===== src/rtl/ras_pkg.sv =====
package ras_pkg;

  typedef enum logic [1:0] {
    OP_IDLE = 2'b00,
    OP_PUSH = 2'b01,
    OP_POP  = 2'b10,
    OP_SWAP = 2'b11
  } ras_op_e;

  function automatic ras_op_e decode_op(input logic push, input logic pop);
    return ras_op_e'({pop, push});
  endfunction

endpackage


===== src/rtl/ras_ptr_ctrl.sv =====
module ras_ptr_ctrl
  import ras_pkg::*;
#(
  parameter int DEPTH = 16,
  localparam int CNT_W = $clog2(DEPTH + 1),
  localparam int IDX_W = (DEPTH > 1) ? $clog2(DEPTH) : 1
) (
  input  logic             clk,
  input  logic             rst_n,
  input  ras_op_e          op,
  output logic             wr_en,
  output logic [IDX_W-1:0] wr_idx,
  output logic [IDX_W-1:0] rd_idx,
  output logic             ovf_evt,
  output logic             unf_evt
);

  logic [CNT_W-1:0] cnt_q, cnt_d;
  logic             full, empty;
  logic [CNT_W-1:0] cnt_m1;
  logic [IDX_W-1:0] top_idx;

  assign full    = (cnt_q == CNT_W'(DEPTH));
  assign empty   = (cnt_q == '0);
  assign cnt_m1  = cnt_q - CNT_W'(1);
  assign top_idx = empty ? '0 : cnt_m1[IDX_W-1:0];
  assign rd_idx  = top_idx;

  always_comb begin
    cnt_d   = cnt_q;
    wr_en   = 1'b0;
    wr_idx  = top_idx;
    ovf_evt = 1'b0;
    unf_evt = 1'b0;
    unique case (op)
      OP_PUSH: begin
        wr_en = 1'b1;
        if (full) begin
          ovf_evt = 1'b1;
        end else begin
          wr_idx = cnt_q[IDX_W-1:0];
          cnt_d  = cnt_q + CNT_W'(1);
        end
      end
      OP_POP: begin
        if (empty) unf_evt = 1'b1;
        else       cnt_d   = cnt_m1;
      end
      OP_SWAP: wr_en = 1'b1;
      default: ;
    endcase
  end

  always_ff @(posedge clk or negedge rst_n) begin
    if (!rst_n) cnt_q <= '0;
    else        cnt_q <= cnt_d;
  end

  // occupancy never exceeds capacity
  a_r3_count_bound: assert property (@(posedge clk) disable iff (!rst_n)
    cnt_q <= CNT_W'(DEPTH));

  // push on a full stack keeps occupancy
  a_r4_full_push_holds: assert property (@(posedge clk) disable iff (!rst_n)
    (op == OP_PUSH && full) |=> (cnt_q == CNT_W'(DEPTH)));

  // push below capacity grows occupancy by one
  a_r2_push_grows: assert property (@(posedge clk) disable iff (!rst_n)
    (op == OP_PUSH && !full) |=> (cnt_q == $past(cnt_q) + CNT_W'(1)));

  // pop on an empty stack stays empty
  a_r5_empty_pop_stays: assert property (@(posedge clk) disable iff (!rst_n)
    (op == OP_POP && empty) |=> (cnt_q == '0));

  // combined push and pop keeps occupancy
  a_r7_swap_holds: assert property (@(posedge clk) disable iff (!rst_n)
    (op == OP_SWAP) |=> $stable(cnt_q));

endmodule


===== src/rtl/ras_store.sv =====
module ras_store #(
  parameter int DEPTH = 16,
  parameter int PC_W  = 15,
  localparam int IDX_W = (DEPTH > 1) ? $clog2(DEPTH) : 1
) (
  input  logic             clk,
  input  logic             rst_n,
  input  logic             wr_en,
  input  logic [IDX_W-1:0] wr_idx,
  input  logic [PC_W-1:0]  wr_data,
  input  logic [IDX_W-1:0] rd_idx,
  output logic [PC_W-1:0]  rd_data
);

  logic [PC_W-1:0] entry_q [DEPTH];

  for (genvar gi = 0; gi < DEPTH; gi++) begin : g_entry
    always_ff @(posedge clk or negedge rst_n) begin
      if (!rst_n)
        entry_q[gi] <= '0;
      else if (wr_en && (wr_idx == IDX_W'(gi)))
        entry_q[gi] <= wr_data;
    end
  end

  assign rd_data = entry_q[rd_idx];

  // a written word lands in the addressed entry
  a_r2_write_lands: assert property (@(posedge clk) disable iff (!rst_n)
    wr_en |=> (entry_q[$past(wr_idx)] == $past(wr_data)));

endmodule


===== src/rtl/ras_fault_flags.sv =====
module ras_fault_flags (
  input  logic clk,
  input  logic rst_n,
  input  logic ovf_evt,
  input  logic unf_evt,
  input  logic clr,
  input  logic rst_en,
  output logic ovf_flag,
  output logic unf_flag,
  output logic rst_req
);

  always_ff @(posedge clk or negedge rst_n) begin
    if (!rst_n) begin
      ovf_flag <= 1'b0;
      unf_flag <= 1'b0;
      rst_req  <= 1'b0;
    end else begin
      ovf_flag <= ovf_evt | (ovf_flag & ~clr);
      unf_flag <= unf_evt | (unf_flag & ~clr);
      rst_req  <= rst_en & (ovf_evt | unf_evt);
    end
  end

  // overflow event sets the flag
  a_r3_ovf_sets: assert property (@(posedge clk) disable iff (!rst_n)
    ovf_evt |=> ovf_flag);

  // flags hold without a clear
  a_r6_ovf_sticky: assert property (@(posedge clk) disable iff (!rst_n)
    (ovf_flag && !clr) |=> ovf_flag);
  a_r6_unf_sticky: assert property (@(posedge clk) disable iff (!rst_n)
    (unf_flag && !clr) |=> unf_flag);

  // request follows an enabled fault, and only then
  a_r8_req_after_fault: assert property (@(posedge clk) disable iff (!rst_n)
    (rst_en && (ovf_evt || unf_evt)) |=> rst_req);
  a_r8_req_has_cause: assert property (@(posedge clk) disable iff (!rst_n)
    rst_req |-> $past(rst_en && (ovf_evt || unf_evt)));

endmodule


===== src/rtl/ras_fault_stack.sv =====
module ras_fault_stack
  import ras_pkg::*;
#(
  parameter int DEPTH = 16,
  parameter int PC_W  = 15
) (
  input  logic            clk,
  input  logic            rst_n,
  input  logic            cfg_fault_rst_en,
  input  logic            push_en,
  input  logic            pop_en,
  input  logic [PC_W-1:0] push_pc,
  input  logic            flag_clr,
  output logic [PC_W-1:0] tos_pc,
  output logic            ovf_flag,
  output logic            unf_flag,
  output logic            rst_req
);

  localparam int IDX_W = (DEPTH > 1) ? $clog2(DEPTH) : 1;

  ras_op_e          op;
  logic             wr_en, ovf_evt, unf_evt;
  logic [IDX_W-1:0] wr_idx, rd_idx;

  assign op = decode_op(push_en, pop_en);

  ras_ptr_ctrl #(.DEPTH(DEPTH)) i_ptr (
    .clk(clk), .rst_n(rst_n), .op(op),
    .wr_en(wr_en), .wr_idx(wr_idx), .rd_idx(rd_idx),
    .ovf_evt(ovf_evt), .unf_evt(unf_evt)
  );

  ras_store #(.DEPTH(DEPTH), .PC_W(PC_W)) i_store (
    .clk(clk), .rst_n(rst_n),
    .wr_en(wr_en), .wr_idx(wr_idx), .wr_data(push_pc),
    .rd_idx(rd_idx), .rd_data(tos_pc)
  );

  ras_fault_flags i_flags (
    .clk(clk), .rst_n(rst_n),
    .ovf_evt(ovf_evt), .unf_evt(unf_evt),
    .clr(flag_clr), .rst_en(cfg_fault_rst_en),
    .ovf_flag(ovf_flag), .unf_flag(unf_flag), .rst_req(rst_req)
  );

  // combined push and pop never raises a fault
  a_r7_swap_no_fault: assert property (@(posedge clk) disable iff (!rst_n)
    (push_en && pop_en) |-> !(ovf_evt || unf_evt));

endmodule


===== config.mk =====
export PLATFORM = sky130hd
export DESIGN_NAME = ras_fault_stack
export DESIGN_NICKNAME = d
export VERILOG_FILES = /design/src/rtl/ras_pkg.sv /design/src/rtl/ras_ptr_ctrl.sv /design/src/rtl/ras_store.sv /design/src/rtl/ras_fault_flags.sv /design/src/rtl/ras_fault_stack.sv
export SDC_FILE = /design/constraint.sdc
export NUM_CORES = 1
export LEC_CHECK = 0
export CAP_MARGIN = 10
export CELL_PAD_IN_SITES_DETAIL_PLACEMENT = 1
export CELL_PAD_IN_SITES_GLOBAL_PLACEMENT = 2
export CORE_ASPECT_RATIO = 0.8
export CORE_UTILIZATION = 46
export DETAILED_ROUTE_END_ITERATION = 12
export PLACE_DENSITY = 0.81
export SYNTH_ARGS = -nofsm -noshare
export SYNTH_HDL_FRONTEND = slang
export SYNTH_SLANG_ARGS = --single-unit

===== constraint.sdc =====
create_clock -name clk -period 7 [get_ports clk]
set_input_delay 0.7 -clock clk [delete_from_list [all_inputs] [get_ports clk]]
set_output_delay 0.7 -clock clk [all_outputs]
set_load 0.005 [all_outputs]

==> Implementation_results.wiki <==
{| class="wikitable"
! Metric !! Value
|-
| Seq cells post-synth || about 250
|-
| Placeable core region || around 25000 µm²
|-
| Xor and xnor area share after synthesis || 0.004444
|-
| Cells after synthesis || around 1000
|-
| Hold Vio Cnt, Final || 0
|-
| Combined buffer and inverter count along the critical path || 2
|-
| Count of H-tree levels built during CTS || 1
|-
| Reg2Reg Depth || 9
|-
| Cell repeated most along the worst path || sky130_fd_sc_hd__a21oi_1
|-
| Worst slew margin relative to its limit || 0.1874
|-
| Pin count of the biggest net entering global routing || 178
|-
| Net count of the finished layout || around 1000
|-
| Synth Net Count || 1024
|-
| Total DRC errors in the routed layout || 0
|-
| Worst Setup End Kind || output port
|-
| Port bufs || 38
|-
| Unrepaired setup endpoints after global routing || false
|-
| Area share of fa/ha/maj cells after synthesis || 0.006349
|-
| Number of buffers inserted to repair setup after CTS || 0
|-
| Number of gates on the worst path with buffers counted || 9
|-
| Worst hold-check path type || in2async
|-
| Fin crit period || 4902 ps
|-
| Clk Latency, worst-skew pair || approximately 550 ps
|-
| CP Cell Sequence || inv_1 -> ha_1 -> or4b_1 -> nand2_4 -> o21ai_0 -> a31oi_1 -> a21oi_1 -> a21oi_1 -> clkdlybuf4s50_1
|-
| Sequential-to-total area share from yosys stat || 0.5248
|-
| Delay of the slowest critical-path stage || slightly above 800 ps
|-
| Leakage dissipation || 5.787 nW
|-
| Main combinational cell family by area after synthesis || multiplexers
|-
| Std-Cell Rows || between 50 and 60
|-
| Post-detailed-route wirelength per cell || roughly 24 µm
|-
| Area of the die || 26360 µm²
|-
| Ratio of cells with drive above 1 in the final layout || 0.3428
|-
| Layout area overhead || 13.68%
|-
| Initial standard-cell utilization of the core || 0.4684
|-
| Synth Area in Compound Gates || 0.09152
|-
| Max Clock Freq || ~200 MHz
|-
| Initial drt markers || 422
|-
| Share of synthesized area spent on multiplexers || 0.2595
|-
| Per-cell via count in the routed design || just under 6
|-
| Sum of overflow across all layers after global routing || 0
|-
| MaxCap Viol Count || 0
|-
| Largest buffer count on any clock path || 3
|-
| Initial antenna violation count || 1
|-
| Avg Cell Area, Syn || between 10 and 15 µm²
|-
| Classification of the worst setup path || reg2out
|-
| First-pass iteration count of the detailed router || 4
|-
| Global Route Usage Sum || 0.2516
|-
| CTS root buf || sky130_fd_sc_hd__clkbuf_16
|-
| Commonest non-fill, non-tap cells in the layout || 247 x sky130_fd_sc_hd__dfrtp_1, 244 x sky130_fd_sc_hd__mux2_2, 126 x sky130_fd_sc_hd__nand2_1, 51 x sky130_fd_sc_hd__a21oi_1, 45 x sky130_fd_sc_hd__a31oi_1
|-
| Transition time at the pin with the least slew margin || approximately 1200 ps
|-
| Half-perimeter wire length after detailed placement || 17.58 mm
|-
| Result of the run || complete, no violations
|-
| Worst setup SP type || register
|-
| Clock Pin Slew Worst Setup and Hold Paths || about 60 ps
|-
| Max-slew violations || 0
|-
| Post-synthesis simple-gate area fraction || 0.07893
|-
| Final setup TNS || 0 ps
|-
| Endpoint arrival time on the critical path || roughly 4200 ps
|-
| Number of sinks handled by clock tree synthesis || approximately 250
|-
| VDD IR-drop max || around 0.43 mV
|-
| Most common cell after layout, fill and taps aside || sky130_fd_sc_hd__dfrtp_1
|-
| Final worst path period share || 0.7003
|-
| Total I/O pin count || 39
|-
| Top delay family on crit path || simple AND/OR/NAND/NOR gates
|-
| Number of setup violations in the final report || 0
|-
| Power Density || about 570 nW/µm²
|-
| Cts-stage hold buffer count || 0
|-
| Post-Synthesis Cell Area || 11830 µm²
|-
| Placer congestion estimate || approximately 0.76
|-
| Clock tree from TritonCTS || yes
|-
| Final clock skew || approximately 18 ps
|-
| Synth warnings || 0
|-
| Total Routed Length || around 32 mm
|-
| Cells resized by post-CTS repair || 0
|-
| Final antenna-violating net count || 0
|-
| Crit path setup slack, layout || between 2000 and 2500 ps
|-
| Library cell contributing the largest single delay on the critical path || sky130_fd_sc_hd__nand2_4
|-
| Vias in the first global route || roughly 8600
|-
| Number of buffers created by CTS || 27
|-
| Via count || ~8000
|-
| Die boundary height || between 100 and 150 µm
|-
| Synth cell types || 45
|-
| Width of the die || between 150 and 200 µm
|-
| Highest fanout seen on the critical path || 90
|-
| Post-Place Setup Slack || roughly 2700 ps
|-
| Wire length of the first global-routing pass || 51.29 mm
|-
| Required time reported for the critical path endpoint || 6300 ps
|}
[stage by stage]
step	total power, mW	area, µm²	instances	utilization	hold slack [ps]
after floorplan	4.794	11830	997	-	404.4
after global placement	5.932	12400	1291	0.4913	467.3
after detailed placement	6.032	12400	1291	0.4913	484.9
after CTS	7.674	13410	1341	0.5313	135.5
after global routing	8.118	13440	1342	0.5324	164.6
final	7.638	13440	1343	0.5325	123.8
[worst register-to-register path, stage by stage, from the launching register on]
cell and delay [ps]:
sky130_fd_sc_hd__dfrtp_2 350, sky130_fd_sc_hd__buf_4 810, sky130_fd_sc_hd__nor3_2 230, sky130_fd_sc_hd__nor2b_1 300, sky130_fd_sc_hd__a21oi_4 40, sky130_fd_sc_hd__buf_4 300, sky130_fd_sc_hd__o32ai_2 460, sky130_fd_sc_hd__nor2b_2 810
sky130_fd_sc_hd__buf_4 370, sky130_fd_sc_hd__mux2_2 360
[registers in the layout (all words and copies together) (netlist names)]
| name | cells |
|---|---|
| i_store.entry_q | 240 |
| i_ptr.cnt_q | 5 |
| i_flags.ovf_flag | 1 |
| i_flags.rst_req | 1 |
| i_flags.unf_flag | 1 |
[power by group]
| group | total [mW] | switching [mW] | leakage (nW) | internal, mW |
|---|---|---|---|---|
| Clock | 1.60 | 0.611 | 0.489 | 0.992 |
| Sequential | 2.49 | 0.367 | 3.07 | 2.12 |
| Combinational | 3.55 | 1.93 | 2.23 | 1.61 |
[metal layers]
layer,vias to the layer above,wire length [µm],share of wire,track usage
met5,-,0,0,0
met4,0,699,0.022,0.06568
met3,39,963,0.030,0.03203
met2,119,14460,0.46,0.3944
met1,4233,15480,0.49,0.3703
li1,3569,-,-,-
[cell families after synthesis]
group / Yosys count
mux: 271
compound gates: 170
xor+xnor: 6
flops: 248
fa+ha+maj: 6
simple gates: 206
buf+inv: 90
[final timing paths]
kind | start | end | slack (ps)
min in group clk | i_store.entry_q[29] | i_store.entry_q[29] | 490
hold reg to reg | i_store.entry_q[29] | i_store.entry_q[29] | 490
setup / recovery | i_ptr.cnt_q[1] | tos_pc[13] | 2100
hold / removal | rst_n | i_store.entry_q[85] | 120
setup reg to reg | i_ptr.cnt_q[0] | i_store.entry_q[65] | 2870
max in group asynchronous | rst_n | i_store.entry_q[16] | 5460
[area by class of cell]
type                       count  area, µm²
antenna                        1      2.502
clock buffer                  33      758.2
clock inverter                17      252.7
fill                        2605      11800
inverter                       9      33.78
multi-input combinational    659       5260
sequential                   248       6207
tap                          324      405.4
timing repair buffer          52      523.0
[cells in the mapped netlist (all sizes together)]
library cell | count | area [µm²]
o22a | 2 | 17.52
o32ai | 1 | 16.27
nor2b | 19 | 118.9
xor2 | 3 | 26.28
nand2b | 2 | 12.51
nor2 | 16 | 67.57
o31a | 1 | 8.760
or4b | 1 | 10.01
xnor2 | 3 | 26.28
dfrtp | 248 | 6206
o21ai | 16 | 91.34
o221ai | 2 | 17.52
a21oi | 54 | 281.5
ha | 6 | 75.07
mux2 | 255 | 2909
a221oi | 13 | 113.9
buf | 30 | 180.2
nand2 | 134 | 518.0
and2 | 1 | 6.260
nor3 | 4 | 25.02
nand3 | 25 | 125.1
inv | 9 | 33.78
or3b | 1 | 11.26
mux2i | 16 | 160.2
a21o | 1 | 7.510
or2 | 1 | 6.260
a31oi | 45 | 281.5
nand4b | 1 | 8.760
clkbuf | 51 | 192.7
o22ai | 16 | 100.1
a31o | 1 | 8.760
nor4b | 1 | 23.77
a211oi | 16 | 120.1
a311oi | 2 | 17.52
(Power assumes the default switching activity.)
